<file path="src/rtl/aclink_pkg.sv">
package aclink_pkg;
  localparam int SLOT_W    = 20;
  localparam int TAG_W     = 16;
  localparam int NUM_SLOTS = 13;
  localparam int NUM_CH    = 7;
  localparam int SLOT_IW   = $clog2(NUM_SLOTS);

  typedef logic [SLOT_IW-1:0] slot_t;

  // Fixed channel-to-slot map; channel 3 has two homes.
  function automatic slot_t home_slot(input int ch, input logic alt);
    case (ch)
      0:       home_slot = slot_t'(3);
      1:       home_slot = slot_t'(4);
      2:       home_slot = slot_t'(5);
      3:       home_slot = alt ? slot_t'(11) : slot_t'(6);
      4:       home_slot = slot_t'(7);
      5:       home_slot = slot_t'(8);
      default: home_slot = slot_t'(9);
    endcase
  endfunction
endpackage

</file>
<file path="src/rtl/aclink_frame_timer.sv">
module aclink_frame_timer #(
  parameter int HEAD_W  = 16,
  parameter int BODY_W  = 20,
  parameter int N_SLOTS = 13,
  localparam int SIW = $clog2(N_SLOTS),
  localparam int BIW = $clog2(BODY_W)
) (
  input  logic           clk,
  input  logic           rst_n,
  output logic [SIW-1:0] slot_idx,
  output logic [BIW-1:0] bit_idx,
  output logic           frame_last
);
  logic [SIW-1:0] slot_q;
  logic [BIW-1:0] bit_q;
  logic [BIW-1:0] last_bit;

  always_comb last_bit = (slot_q == '0) ? BIW'(HEAD_W - 1) : BIW'(BODY_W - 1);

  // Reset one bit before the frame end so the first load window follows reset.
  always_ff @(posedge clk or negedge rst_n) begin
    if (!rst_n) begin
      slot_q <= SIW'(N_SLOTS - 1);
      bit_q  <= BIW'(BODY_W - 2);
    end else if (bit_q == last_bit) begin
      bit_q  <= '0;
      slot_q <= (slot_q == SIW'(N_SLOTS - 1)) ? '0 : slot_q + 1'b1;
    end else begin
      bit_q  <= bit_q + 1'b1;
    end
  end

  assign slot_idx   = slot_q;
  assign bit_idx    = bit_q;
  assign frame_last = (slot_q == SIW'(N_SLOTS - 1)) && (bit_q == BIW'(BODY_W - 1));
endmodule

</file>
<file path="src/rtl/aclink_slot_packer.sv">
module aclink_slot_packer import aclink_pkg::*; #(
  parameter int SMP_W = 16,
  parameter int N_CH  = NUM_CH
) (
  input  logic                  clk,
  input  logic                  rst_n,
  input  logic                  load,
  input  logic [N_CH*SMP_W-1:0] smp_data,
  input  logic [N_CH-1:0]       smp_valid,
  input  logic                  flex_alt,
  input  logic                  cmd_valid,
  input  logic [SLOT_W-1:0]     cmd_addr,
  input  logic [SLOT_W-1:0]     cmd_data,
  input  slot_t                 slot_idx,
  output logic [SLOT_W-1:0]     slot_word
);
  logic [SMP_W-1:0]     held_q [N_CH];
  logic [N_CH-1:0]      have_q;
  logic                 alt_q;
  logic                 cmd_have_q;
  logic [SLOT_W-1:0]    addr_q, data_q;
  logic [NUM_SLOTS-1:0] tag;
  logic [TAG_W-1:0]     hdr;

  always_ff @(posedge clk or negedge rst_n) begin
    if (!rst_n) begin
      for (int c = 0; c < N_CH; c++) held_q[c] <= '0;
      have_q     <= '0;
      alt_q      <= 1'b0;
      cmd_have_q <= 1'b0;
      addr_q     <= '0;
      data_q     <= '0;
    end else if (load) begin
      have_q     <= smp_valid;
      alt_q      <= flex_alt;
      cmd_have_q <= cmd_valid;
      for (int c = 0; c < N_CH; c++)
        if (smp_valid[c]) held_q[c] <= smp_data[c*SMP_W +: SMP_W];
      if (cmd_valid) begin
        addr_q <= cmd_addr;
        data_q <= cmd_data;
      end
    end
  end

  always_comb begin
    tag = '0;
    if (cmd_have_q) begin
      tag[1] = 1'b1;
      tag[2] = 1'b1;
    end
    for (int c = 0; c < N_CH; c++)
      if (have_q[c]) tag[home_slot(c, alt_q)] = 1'b1;
  end

  always_comb begin
    hdr = '0;
    hdr[TAG_W-1] = |tag[NUM_SLOTS-1:1];
    for (int n = 1; n < NUM_SLOTS; n++) hdr[TAG_W-1-n] = tag[n];
  end

  always_comb begin
    slot_word = '0;
    if (slot_idx == '0) begin
      slot_word = SLOT_W'(hdr) << (SLOT_W - TAG_W);
    end else begin
      if (cmd_have_q && slot_idx == slot_t'(1)) slot_word = addr_q;
      if (cmd_have_q && slot_idx == slot_t'(2)) slot_word = data_q;
      for (int c = 0; c < N_CH; c++)
        if (have_q[c] && home_slot(c, alt_q) == slot_idx)
          slot_word = SLOT_W'(held_q[c]) << (SLOT_W - SMP_W);
    end
  end
endmodule

</file>
<file path="src/rtl/aclink_tx_framer.sv">
module aclink_tx_framer import aclink_pkg::*; #(
  parameter int SMP_W = 16,
  parameter int N_CH  = NUM_CH
) (
  input  logic                  bit_clk,
  input  logic                  rst_n,
  input  logic [N_CH*SMP_W-1:0] smp_data,
  input  logic [N_CH-1:0]       smp_valid,
  output logic [N_CH-1:0]       smp_ready,
  input  logic                  flex_alt,
  input  logic                  cmd_valid,
  output logic                  cmd_ready,
  input  logic [SLOT_W-1:0]     cmd_addr,
  input  logic [SLOT_W-1:0]     cmd_data,
  output logic                  sdata_out,
  output logic                  sync_out
);
  localparam int BIW = $clog2(SLOT_W);

  slot_t             slot_idx;
  logic [BIW-1:0]    bit_idx;
  logic              frame_last;
  logic [SLOT_W-1:0] cur_word;
  logic [BIW-1:0]    pick;
  logic              sdata_q, sync_q;

  aclink_frame_timer #(
    .HEAD_W(TAG_W), .BODY_W(SLOT_W), .N_SLOTS(NUM_SLOTS)
  ) u_timer (
    .clk(bit_clk), .rst_n(rst_n),
    .slot_idx(slot_idx), .bit_idx(bit_idx), .frame_last(frame_last)
  );

  aclink_slot_packer #(.SMP_W(SMP_W), .N_CH(N_CH)) u_pack (
    .clk(bit_clk), .rst_n(rst_n), .load(frame_last),
    .smp_data(smp_data), .smp_valid(smp_valid), .flex_alt(flex_alt),
    .cmd_valid(cmd_valid), .cmd_addr(cmd_addr), .cmd_data(cmd_data),
    .slot_idx(slot_idx), .slot_word(cur_word)
  );

  always_comb pick = BIW'(SLOT_W - 1) - bit_idx;

  always_ff @(posedge bit_clk or negedge rst_n) begin
    if (!rst_n) begin
      sdata_q <= 1'b0;
      sync_q  <= 1'b0;
    end else begin
      sdata_q <= cur_word[pick];
      sync_q  <= (slot_idx == '0);
    end
  end

  assign smp_ready = {N_CH{frame_last}};
  assign cmd_ready = frame_last;
  assign sdata_out = sdata_q;
  assign sync_out  = sync_q;
endmodule

</file>
<file path="config.mk">
export PLATFORM = sky130hd
export DESIGN_NAME = aclink_tx_framer
export DESIGN_NICKNAME = d
export VERILOG_FILES = /design/src/rtl/aclink_pkg.sv /design/src/rtl/aclink_frame_timer.sv /design/src/rtl/aclink_slot_packer.sv /design/src/rtl/aclink_tx_framer.sv
export SDC_FILE = /design/constraint.sdc
export NUM_CORES = 1
export LEC_CHECK = 0
export BUFFER_PORTS_ARGS = -buffer_cell sky130_fd_sc_hd__buf_2
export CAP_MARGIN = 15
export CELL_PAD_IN_SITES_DETAIL_PLACEMENT = 0
export CELL_PAD_IN_SITES_GLOBAL_PLACEMENT = 1
export CORE_MARGIN = 3
export CORE_UTILIZATION = 39
export DETAILED_ROUTE_END_ITERATION = 10
export PLACE_DENSITY = 0.77
export SLEW_MARGIN = 15
export SYNTH_ARGS = -nofsm -noshare
export SYNTH_HDL_FRONTEND = slang
export SYNTH_SLANG_ARGS = --single-unit
</file>
<file path="constraint.sdc">
create_clock -name bit_clk -period 2.9 [get_ports bit_clk]
set_input_delay 0.725 -clock bit_clk [delete_from_list [all_inputs] [get_ports bit_clk]]
set_output_delay 0.725 -clock bit_clk [all_outputs]
set_load 0.01 [all_outputs]
</file>
Yosys cells after proc, flatten, opt, wreduce, memory -nomap -nowiden --
Index checks and enable logic that the tools add are counted.
Storage, ports and cells: flip-flop bits (word level) 172, bits in latches 0, memory bits (writable) 0, ROM bits 0, memories kept 0
Operators by class: add/sub/neg operators 3, $mul 0, div/mod/pow operators 0, $lt $le $gt $ge 15, equal/unequal tests 12, shift-type cells 0, mux-type cells 52, bitwise logic cells 7, reductions and logical operators 27
Operators with widths (count):
- 2-to-1 mux 20 bit | 10
- 2-to-1 mux 13 bit | 7
- OR 13 bit | 6
- 2-to-1 mux 4 bit | 16
- < comparator 4 x 5 -> 1 bit (second input constant) | 7
- demux 1 bit (select 4 bit) | 7
- == test 4 bit | 7
- greater-or-equal comparator 4 x 1 -> 1 bit (second input constant) | 7
- logical AND 1 bit | 17
- AND reduction 2 bit | 8
- OR 3 x 13 -> 13 bit | 1
- OR reduction 12 bit | 1
- 2-to-1 mux 5 bit | 2
- 2-to-1 mux 1 bit | 8
- < comparator 5 x 6 -> 1 bit (second input constant) | 1
- adder 5 x 1 -> 5 bit (second input constant) | 1
- binary-select mux 1 bit (select 5 bit) | 1
- == test 5 bit | 1
- == test 5 bit (second input constant) | 1
- subtractor 5 bit (first input constant) | 1
- adder 4 x 1 -> 4 bit (second input constant) | 1
- == test 4 x 1 -> 1 bit (second input constant) | 1
- == test 4 x 2 -> 1 bit (second input constant) | 1
- == test 4 bit (second input constant) | 1
- 2 further kinds | 2

Longest topological paths before layout --
Gate-level depths: netlist (run 1).
depth after elaboration 23, depth in mapped cells 12, mapped depth without buffers 10

Modules after synthesis --
A second synthesis (run 1) with hierarchy kept.
Second synthesis, totals: cell total of the unflattened synthesis 647, area, all modules 8318.0 µm²
Modules (own cells, without submodules):
- aclink_slot_packer | instances 1, cells each 560, area each 7405.9 µm², seq. area each 4028.9 µm²
- aclink_frame_timer | instances 1, cells each 57, area each 584.3 µm², seq. area each 230.2 µm²
- aclink_tx_framer | instances 1, cells each 30, area each 327.8 µm², seq. area each 50.0 µm²

Least setup slack after synthesis (run 1) --
Ideal clock, no wire load.
path type register to output, start register u_timer.slot_q[0] (netlist: u_timer.slot_idx[0]), end output port smp_ready[0], arrival 1.839 ns, data required time 2.175 ns, slack 0.336 ns, stages on the path, launching flop included 9, path through dfrtp_1 inv_1 ha_1 buf_2 and3_1 nand4_1 inv_2 buf_4 buf_4
On the way: longest elaborated chain between the ends 2
RTL lines:
- start, declared | line aclink_frame_timer.sv:14 | logic [SIW-1:0] slot_q;
- start signal, assigned | line aclink_frame_timer.sv:23 | slot_q <= SIW'(N_SLOTS - 1);
- start signal, assigned | line aclink_frame_timer.sv:27 | slot_q <= (slot_q == SIW'(N_SLOTS - 1)) ? '0 : slot_q + 1'b1;
- == test 4 bit | line aclink_frame_timer.sv:35 | assign frame_last = (slot_q == SIW'(N_SLOTS - 1)) && (bit_q == BIW'(BODY_W - 1));
- logical AND 1 bit | line aclink_frame_timer.sv:35
- end, declared | line aclink_tx_framer.sv:9 | output logic [N_CH-1:0] smp_ready,
Every way passes these cells.

Worst setup path after layout (run 1) --
Same ends and word-level chain as after synthesis.

==> results of run 1 <==
## synthesized netlist by cell type (4+ instances only)
master and n:
dfrtp_1 168, mux2_2 142, nand2_1 41, a21oi_1 25, nor2_1 25, a22oi_1 21
o21ai_0 21, buf_2 19, a221oi_1 14, buf_6 12, clkbuf_1 12, mux2_1 12
nand3_1 10, buf_4 9, nor3_1 9, o211ai_1 9, o22ai_1 8, ha_1 7
nand2_4 7, inv_1 6, nand4b_1 6, o2111ai_1 6, o21ai_1 6, and4b_1 5
nand2b_1 5, o221ai_1 5, a21o_1 4, dfstp_2 4, nor4_1 4
## cell families after synthesis
family,count (synthesis),share of synthesized area
muxes,156,0.206
xor gates and xnor gates,3,0.00308
adders and majority gates,7,0.0103
buffers and inverters,61,0.0442
DFF,172,0.505
AOI/OAI and AO/OA,162,0.141
and+or+nand+nor,131,0.0901
## final cells by class
type                    count  area share
clock buffers              18      0.0415
clock inverters            14      0.0148
inverters                   8     0.00314
multi-input cells         459       0.373
flip-flops and latches    172       0.417
well taps                 275      0.0333
repair buffers            212       0.118
## flip-flops by register name, indices dropped and copies added, names as in the netlist
| signal | count |
|---|---|
| sync_out | 1 |
| u_timer.bit_idx | 5 |
| u_pack.have_q | 7 |
| u_pack.data_q | 20 |
| u_pack.addr_q | 20 |
| u_timer.slot_idx | 4 |
| u_pack.alt_q | 1 |
| sdata_out | 1 |
| u_pack.cmd_have_q | 1 |
| u_pack.held_q | 112 |
## what timing repair did
item / in CTS / in global routing
resized for setup: 2 / 7
hold buffers: 0 / 0
buffers inserted: 0 / 0
setup endpoints to repair: 1 / 9
## worst paths after layout
path                                     start  cells past startpoint                 end  slack, ns
max in group asynchronous                rst_n                      2   u_pack.held_q[25]       1.93
min in group bit_clk               smp_data[9]                      2  u_pack.held_q[105]       0.49
hold / removal                           rst_n                      1           sdata_out       0.23
hold reg to reg              u_pack.held_q[70]                      1   u_pack.held_q[70]       0.50
setup / recovery           u_timer.slot_idx[0]                      6        smp_ready[0]       0.16
setup reg to reg           u_timer.slot_idx[3]                      7           sdata_out       0.21
## stage by stage
| step | worst slack (ns) | utilization | instance area [um2] |
|---|---|---|---|
| 2_1_floorplan | 0.336 | - | 8530 |
| 3_5_place_dp | 0.00580 | 0.459 | 9740 |
| 4_1_cts | 0.0476 | 0.487 | 10300 |
| 6_report | 0.160 | 0.488 | 10300 |
| 5_1_grt | 0.0203 | 0.488 | 10300 |
| 3_3_place_gp | 0.0596 | 0.459 | 9740 |
## layout by cell type (no fill, tap or decap), types with 4 or more instances in the layout
cell type | netlist | layout
a21oi_1 | 25 | 25
a22oi_1 | 21 | 21
buf_4 | 9 | 36
nand2_1 | 41 | 41
nand4b_1 | 6 | 6
nand2_4 | 7 | 7
ha_1 | 7 | 5
inv_6 | 0 | 5
mux2_2 | 142 | 142
o21ai_0 | 21 | 21
o22ai_1 | 8 | 8
nor2_1 | 25 | 25
nand3_1 | 10 | 10
o211ai_1 | 9 | 9
nand2b_1 | 5 | 5
mux2_1 | 12 | 12
buf_12 | 0 | 4
o221ai_1 | 5 | 5
inv_1 | 6 | 6
nor3_1 | 9 | 9
clkbuf_16 | 0 | 17
o21ai_1 | 6 | 6
buf_2 | 19 | 171
nor4_1 | 4 | 4
dfrtp_1 | 168 | 167
dfstp_2 | 4 | 4
o2111ai_1 | 6 | 6
a221oi_1 | 14 | 13
## layer usage
metal  vias up  track usage  wire [um]
met5         -            0          0
met4         0       0.0484        390
met3        33       0.0467       1560
met2       239        0.339      11700
met1      3195        0.308      11800
li1       2960            -          -
## where the power goes
| part | switching [W] | leakage, nW | internal, W | total [W] |
|---|---|---|---|---|
| Sequential | 0 | 2.32 | 0.00240 | 0.00240 |
| Combinational | 0.0000928 | 2.67 | 0.0000866 | 0.000179 |
| Clock | 0.00108 | 0.281 | 0.00122 | 0.00230 |
| Total | 0.00117 | 5.27 | 0.00370 | 0.00488 |
## worst max-delay path, delay by kind of cell (launching register included)
kind / cells / cell delay, ns
buffers and inverters: 3 / 0.45
and+or+nand+nor: 2 / 0.39
adders and majority gates: 1 / 0.27
DFF: 1 / 0.46
==> run_results.csv, run 1 <==
group,metric,value,unit
outcome,run_status,"finished clean",
global_route,grt_max_degree,56,
clock_network,cts_buffers,17,
sta,drv_slew,0,
global_route,grt_pass1_vias,6635,
placement,io_buffer_count,172,
global_route,grt_pass1_wl,39.3,mm
floorplanning,coreArea,0.0212,mm2
clock_network,path_clk_slew,0.07,ns
clock_network,clock_latency,0.45,ns
final_layout,fin_cells,1158,
setup_path,cp.required,2.17,ns
clock_network,cts_tree,"built",
setup_path,setup.worst_path.end_class,"primary output",
sta,fin_crit,2.74,ns
setup_path,worst_path_max_delay_cell,"dfrtp_2",
synthesis,synth_edf_count,0,
sta,finalSetupTns,0,ns
power_and_ir_drop,p_per_area,471,mW/mm2
placement,gp_congestion,0.927,
synthesis,yosysWarnings,0,
floorplanning,ios,173,
detailed_routing,vias,6427,
setup_path,path_class,"reg2out",
clock_network,cts_buffer_depth,2,
floorplanning,die_h,154,um
floorplanning,die_area,0.0237,mm2
floorplanning,start_util,0.402,
setup_path,cp.arrival,2.01,ns
clock_network,clock_sinks,172,
detailed_routing,drtIter0Drc,475,
clock_network,root_buffer,"clkbuf_16",
sta,tightestPinTransition,0.526,ns
detailed_routing,routed_wl,25.4,mm
synthesis,synth_flop_cell,"dfrtp_1",
final_layout,fin_nets,1040,
global_route,grt.total_usage,0.216,
synthesis,syn_area,0.00853,mm2
clock_network,cts-htree-levels,4,
detailed_routing,vias_per_cell,5.55,
global_route,overflow,0,
synthesis,yosys-top-cells-area,"dfrtp_1, mux2_2, a22oi_1, nand2_1, buf_6",
setup_path,setup.worst_path.start_class,"register",
sta,whs,0.233,ns
sta,finalHoldViolCount,0,
final_layout,multiInputGateArea,0.00386,mm2
synthesis,synth_top_cell_area_share,0.493,
synthesis,yosysTopAreaCell,"dfrtp_1",
setup_path,worstPathMaxFanout,11,
final_layout,n_antenna_cell,0,
power_and_ir_drop,p_leak,5.27,nW
detailed_routing,first_pass_iters,5,
hold_path,hold_path.class,"in2async",
synthesis,synth-seq-area-share,0.505,
power_and_ir_drop,power,0.00488,W
synthesis,synth_cells,692,
floorplanning,die_x,154,um
sta,finalCritPeriodShare,0.945,
setup_path,critPathMaxStageDelay,0.46,ns
global_route,antenna_found_initial,0,
run,cap_violations,0,
final_layout,drive_gt1_frac,0.480,
synthesis,synth_nets,862,
placement,placed_cells,1126,
sta,maxSlewHeadroom,0.649,
sta,grt_setup_unrepaired,"no",
final_layout,fillers,1954,
synthesis,async_flop_share,1.00,
sta,setup_viol,0,
final_layout,register_area,0.00431,mm2
detailed_routing,ant_nets,0,
detailed_routing,drc,0,
synthesis,ys_seq_elements,172,
sta,skew,0.0153,ns
synthesis,ys_types,75,
placement,dp_hpwl,19.0,mm
final_layout,areaGrowthSynthToFinish,21.3,%
synthesis,syn_avg_cell_area,12.3,um2
floorplanning,rows,53,
power_and_ir_drop,ir_worst_vdd,0.331,mV
detailed_routing,wl_per_cell,22.0,um
sta,fmax,365,MHz
setup_path,worstPathCellList,"inv_1, ha_2, and3_1, nand4_1, inv_4, buf_2",
Note: power is estimated with default switching activity, not from simulation.
==> run 2: changes to the inputs <==
Settings changed: CTS_BUF_LIST set to sky130_fd_sc_hd__clkbuf_4 sky130_fd_sc_hd__clkbuf_8, SYNTH_HIERARCHICAL set to 1.
==> run_results.csv, run 2 <==
group,metric,value,unit
clock_network,cts_tree,"built",
power_and_ir_drop,p_switching,0.00114,W
sta,maxSlewHeadroom,0.617,
final_layout,fin_area,0.0100,mm2
global_route,grt.total_usage,0.203,
final_layout,final_common_cell,"buf_2",
final_layout,largest_reg_flops,112,
placement,placed_area,0.00961,mm2
synthesis,synth_edf_count,0,
floorplanning,die_area,0.0231,mm2
final_layout,fin_nets,1001,
final_layout,fillers,1868,
setup_path,cp.arrival,2.08,ns
floorplanning,start_util,0.403,
setup_path,path_delay_family,"simple AND/OR/NAND/NOR gates",
clock_network,cts_buffers,17,
detailed_routing,wl_per_cell,21.3,um
setup_path,worst_path_max_delay_cell,"dfstp_2",
global_route,overflow,0,
setup_path,setup.worst_path.start_class,"register",
power_and_ir_drop,p_leak,5.08,nW
clock_network,cts_buffer_depth,2,
detailed_routing,routed_wl,23.8,mm
clock_network,root_buffer,"clkbuf_8",
setup_path,worstPathCellList,"ha_1, and4bb_2, nand2_1, nor2_2, buf_6, buf_2",
sta,finalHoldViolCount,0,
synthesis,ys_seq_elements,172,
global_route,grt_max_degree,61,
sta,finalCritPeriodShare,0.966,
final_layout,final_cell_mix,"buf_2, dfrtp_1, mux2_2",
synthesis,yosys-top-cells-area,"dfrtp_1, mux2_2, a22oi_1, a22o_1, dfstp_2",
detailed_routing,ant_nets,0,
setup_path,path_class,"reg2out",
detailed_routing,first_pass_iters,5,
placement,dp_hpwl,18.1,mm
sta,grt_setup_unrepaired,"yes",
floorplanning,coreArea,0.0206,mm2
sta,drv_slew,0,
global_route,antenna_found_initial,0,
setup_path,cp.required,2.17,ns
synthesis,yosysMostFrequentCell,"dfrtp_1",
synthesis,synth_flop_cell,"dfrtp_1",
synthesis,yosysWarnings,6,
synthesis,synth_nets,814,
final_layout,top_register,"u_pack/held_q",
synthesis,async_flop_share,1.00,
clock_network,path_clk_slew,0.10,ns
setup_path,critPathMaxStageDelay,0.55,ns
setup_path,setup.worst_path.end_class,"primary output",
outcome,run_status,"finished clean",
final_layout,fin_cells,1117,
sta,skew,0.0150,ns
sta,fin_crit,2.80,ns
synthesis,syn_area,0.00832,mm2
detailed_routing,drtIter0Drc,481,
sta,fmax,357,MHz
hold_path,hold_path.class,"in2async",
synthesis,synth_cells,647,
power_and_ir_drop,p_per_area,427,mW/mm2
power_and_ir_drop,pwr-share-comb,0.039,
clock_network,clock_latency,0.48,ns
power_and_ir_drop,ir_worst_vdd,0.284,mV
power_and_ir_drop,seqPwrFrac,0.559,
placement,placed_cells,1084,
power_and_ir_drop,clkPwrFrac,0.401,
detailed_routing,vias_per_cell,5.58,
sta,setup_viol,0,
final_layout,drive_gt1_frac,0.504,
global_route,grt_pass1_wl,36.4,mm
global_route,grt_pass1_vias,6608,
power_and_ir_drop,p_int,0.00315,W
floorplanning,rows,52,
setup_path,worstPathMaxFanout,13,
floorplanning,die_x,152,um
placement,io_buffer_count,172,
synthesis,syn_avg_cell_area,12.9,um2
final_layout,n_antenna_cell,0,
synthesis,synth_common_cells,"dfrtp_1, mux2_2, a22oi_1",
run,cap_violations,0,
final_layout,reg_top3,"u_pack/held_q: 112 flops, u_pack/addr_q: 20 flops, u_pack/data_q: 20 flops",
sta,tightestPinTransition,0.571,ns
synthesis,ys_types,71,
clock_network,clock_sinks,172,
synthesis,synth_top_cell_area_share,0.505,
detailed_routing,vias,6228,
floorplanning,die_h,152,um
final_layout,areaGrowthSynthToFinish,20.8,%
placement,gp_congestion,0.907,
clock_network,cts-htree-levels,4,
detailed_routing,drc,0,
synthesis,synth-seq-area-share,0.518,
synthesis,yosysTopAreaCell,"dfrtp_1",
setup_path,crit_buf_inv,2,
power_and_ir_drop,sw_frac_of_total,0.266,
floorplanning,ios,173,
## run 2: changes by cell type after synthesis, sizes merged, moves of 9 or more
cell / delta
a21oi: -12
a22o: +19
nand2: -24
inv: +11
nor2: -10
o21ai: -9
## run 2: worst paths after layout
| check | startpoint | end | slack [ns] | cells after the start |
|---|---|---|---|---|
| worst max-delay path | u_timer/bit_idx[1] | smp_ready[0] | 0.1 | 6 |
| worst min-delay path | rst_n | u_pack/addr_q[4] | 0.22 | 1 |
| worst max register to register | u_timer/slot_idx[2] | sdata_out | 0.1 | 9 |
| worst min register to register | u_pack/addr_q[16] | u_pack/addr_q[16] | 0.51 | 1 |
| max in group asynchronous | rst_n | u_pack/data_q[11] | 1.97 | 2 |
| min in group bit_clk | smp_data[72] | u_pack/held_q[40] | 0.46 | 2 |
## run 2: area by class of cell
class,instances,area (um2),area share
inverter,19,71.3,0.00710
clock inverter,15,186,0.0186
tap,270,338,0.0336
timing repair buffer,214,1220,0.122
sequential,172,4310,0.429
multi-input combinational,410,3680,0.367
clock buffer,17,234,0.0233
## run 2: repair_timing
item / 4_1_cts / 5_1_grt
endpoints found under the setup margin: 8 / 9
resized for setup: 0 / 5
hold buffers: 0 / 0
setup buffers: 1 / 0
hold endpoints to repair: 0 / 0
## run 2: per-layer routing
| layer | global-route usage | part of all wire | vias up |
|---|---|---|---|
| li1 | - | - | 2840 |
| met1 | 0.261 | 0.43 | 3141 |
| met4 | 0.0599 | 0.020 | 0 |
| met3 | 0.0427 | 0.049 | 34 |
| met5 | 0 | 0 | - |
| met2 | 0.345 | 0.50 | 213 |
## run 2: power by group through the flow
stage,registers (W),clock network [W],logic (W)
global route,0.00240,0.00187,0.000192
detailed placement,0.00244,0,0.000176
floorplan,0.00244,0,0.00000232
CTS,0.00240,0.00178,0.000176
finish,0.00240,0.00172,0.000169
global placement,0.00244,0,0.000178
## run 2: cells by family after synthesis
| kind of cell | share of synthesized area |
|---|---|
| AO/OA/AOI/OAI | 0.144 |
| adder cells (fa/ha/maj) | 0.00602 |
| XOR/XNOR | 0.00421 |
| AND/OR/NAND/NOR | 0.0605 |
| buffers and inverters | 0.0399 |
| flip-flops | 0.518 |
| multiplexers | 0.227 |
## run 2: metrics by stage
| step | TNS, ns | setup slack (ns) | utilization | hold slack (ns) | power (W) |
|---|---|---|---|---|---|
| after CTS | 0 | 0.00327 | 0.487 | 0.215 | 0.00435 |
| after detailed placement | 0 | 0.0961 | 0.466 | 0.494 | 0.00262 |
| after global placement | 0 | 0.155 | 0.466 | 0.489 | 0.00262 |
| final | 0 | 0.0992 | 0.487 | 0.220 | 0.00429 |
| after global routing | -0.0170 | -0.0170 | 0.487 | 0.244 | 0.00446 |
| after floorplan | 0 | 0.0224 | - | 0.429 | 0.00245 |
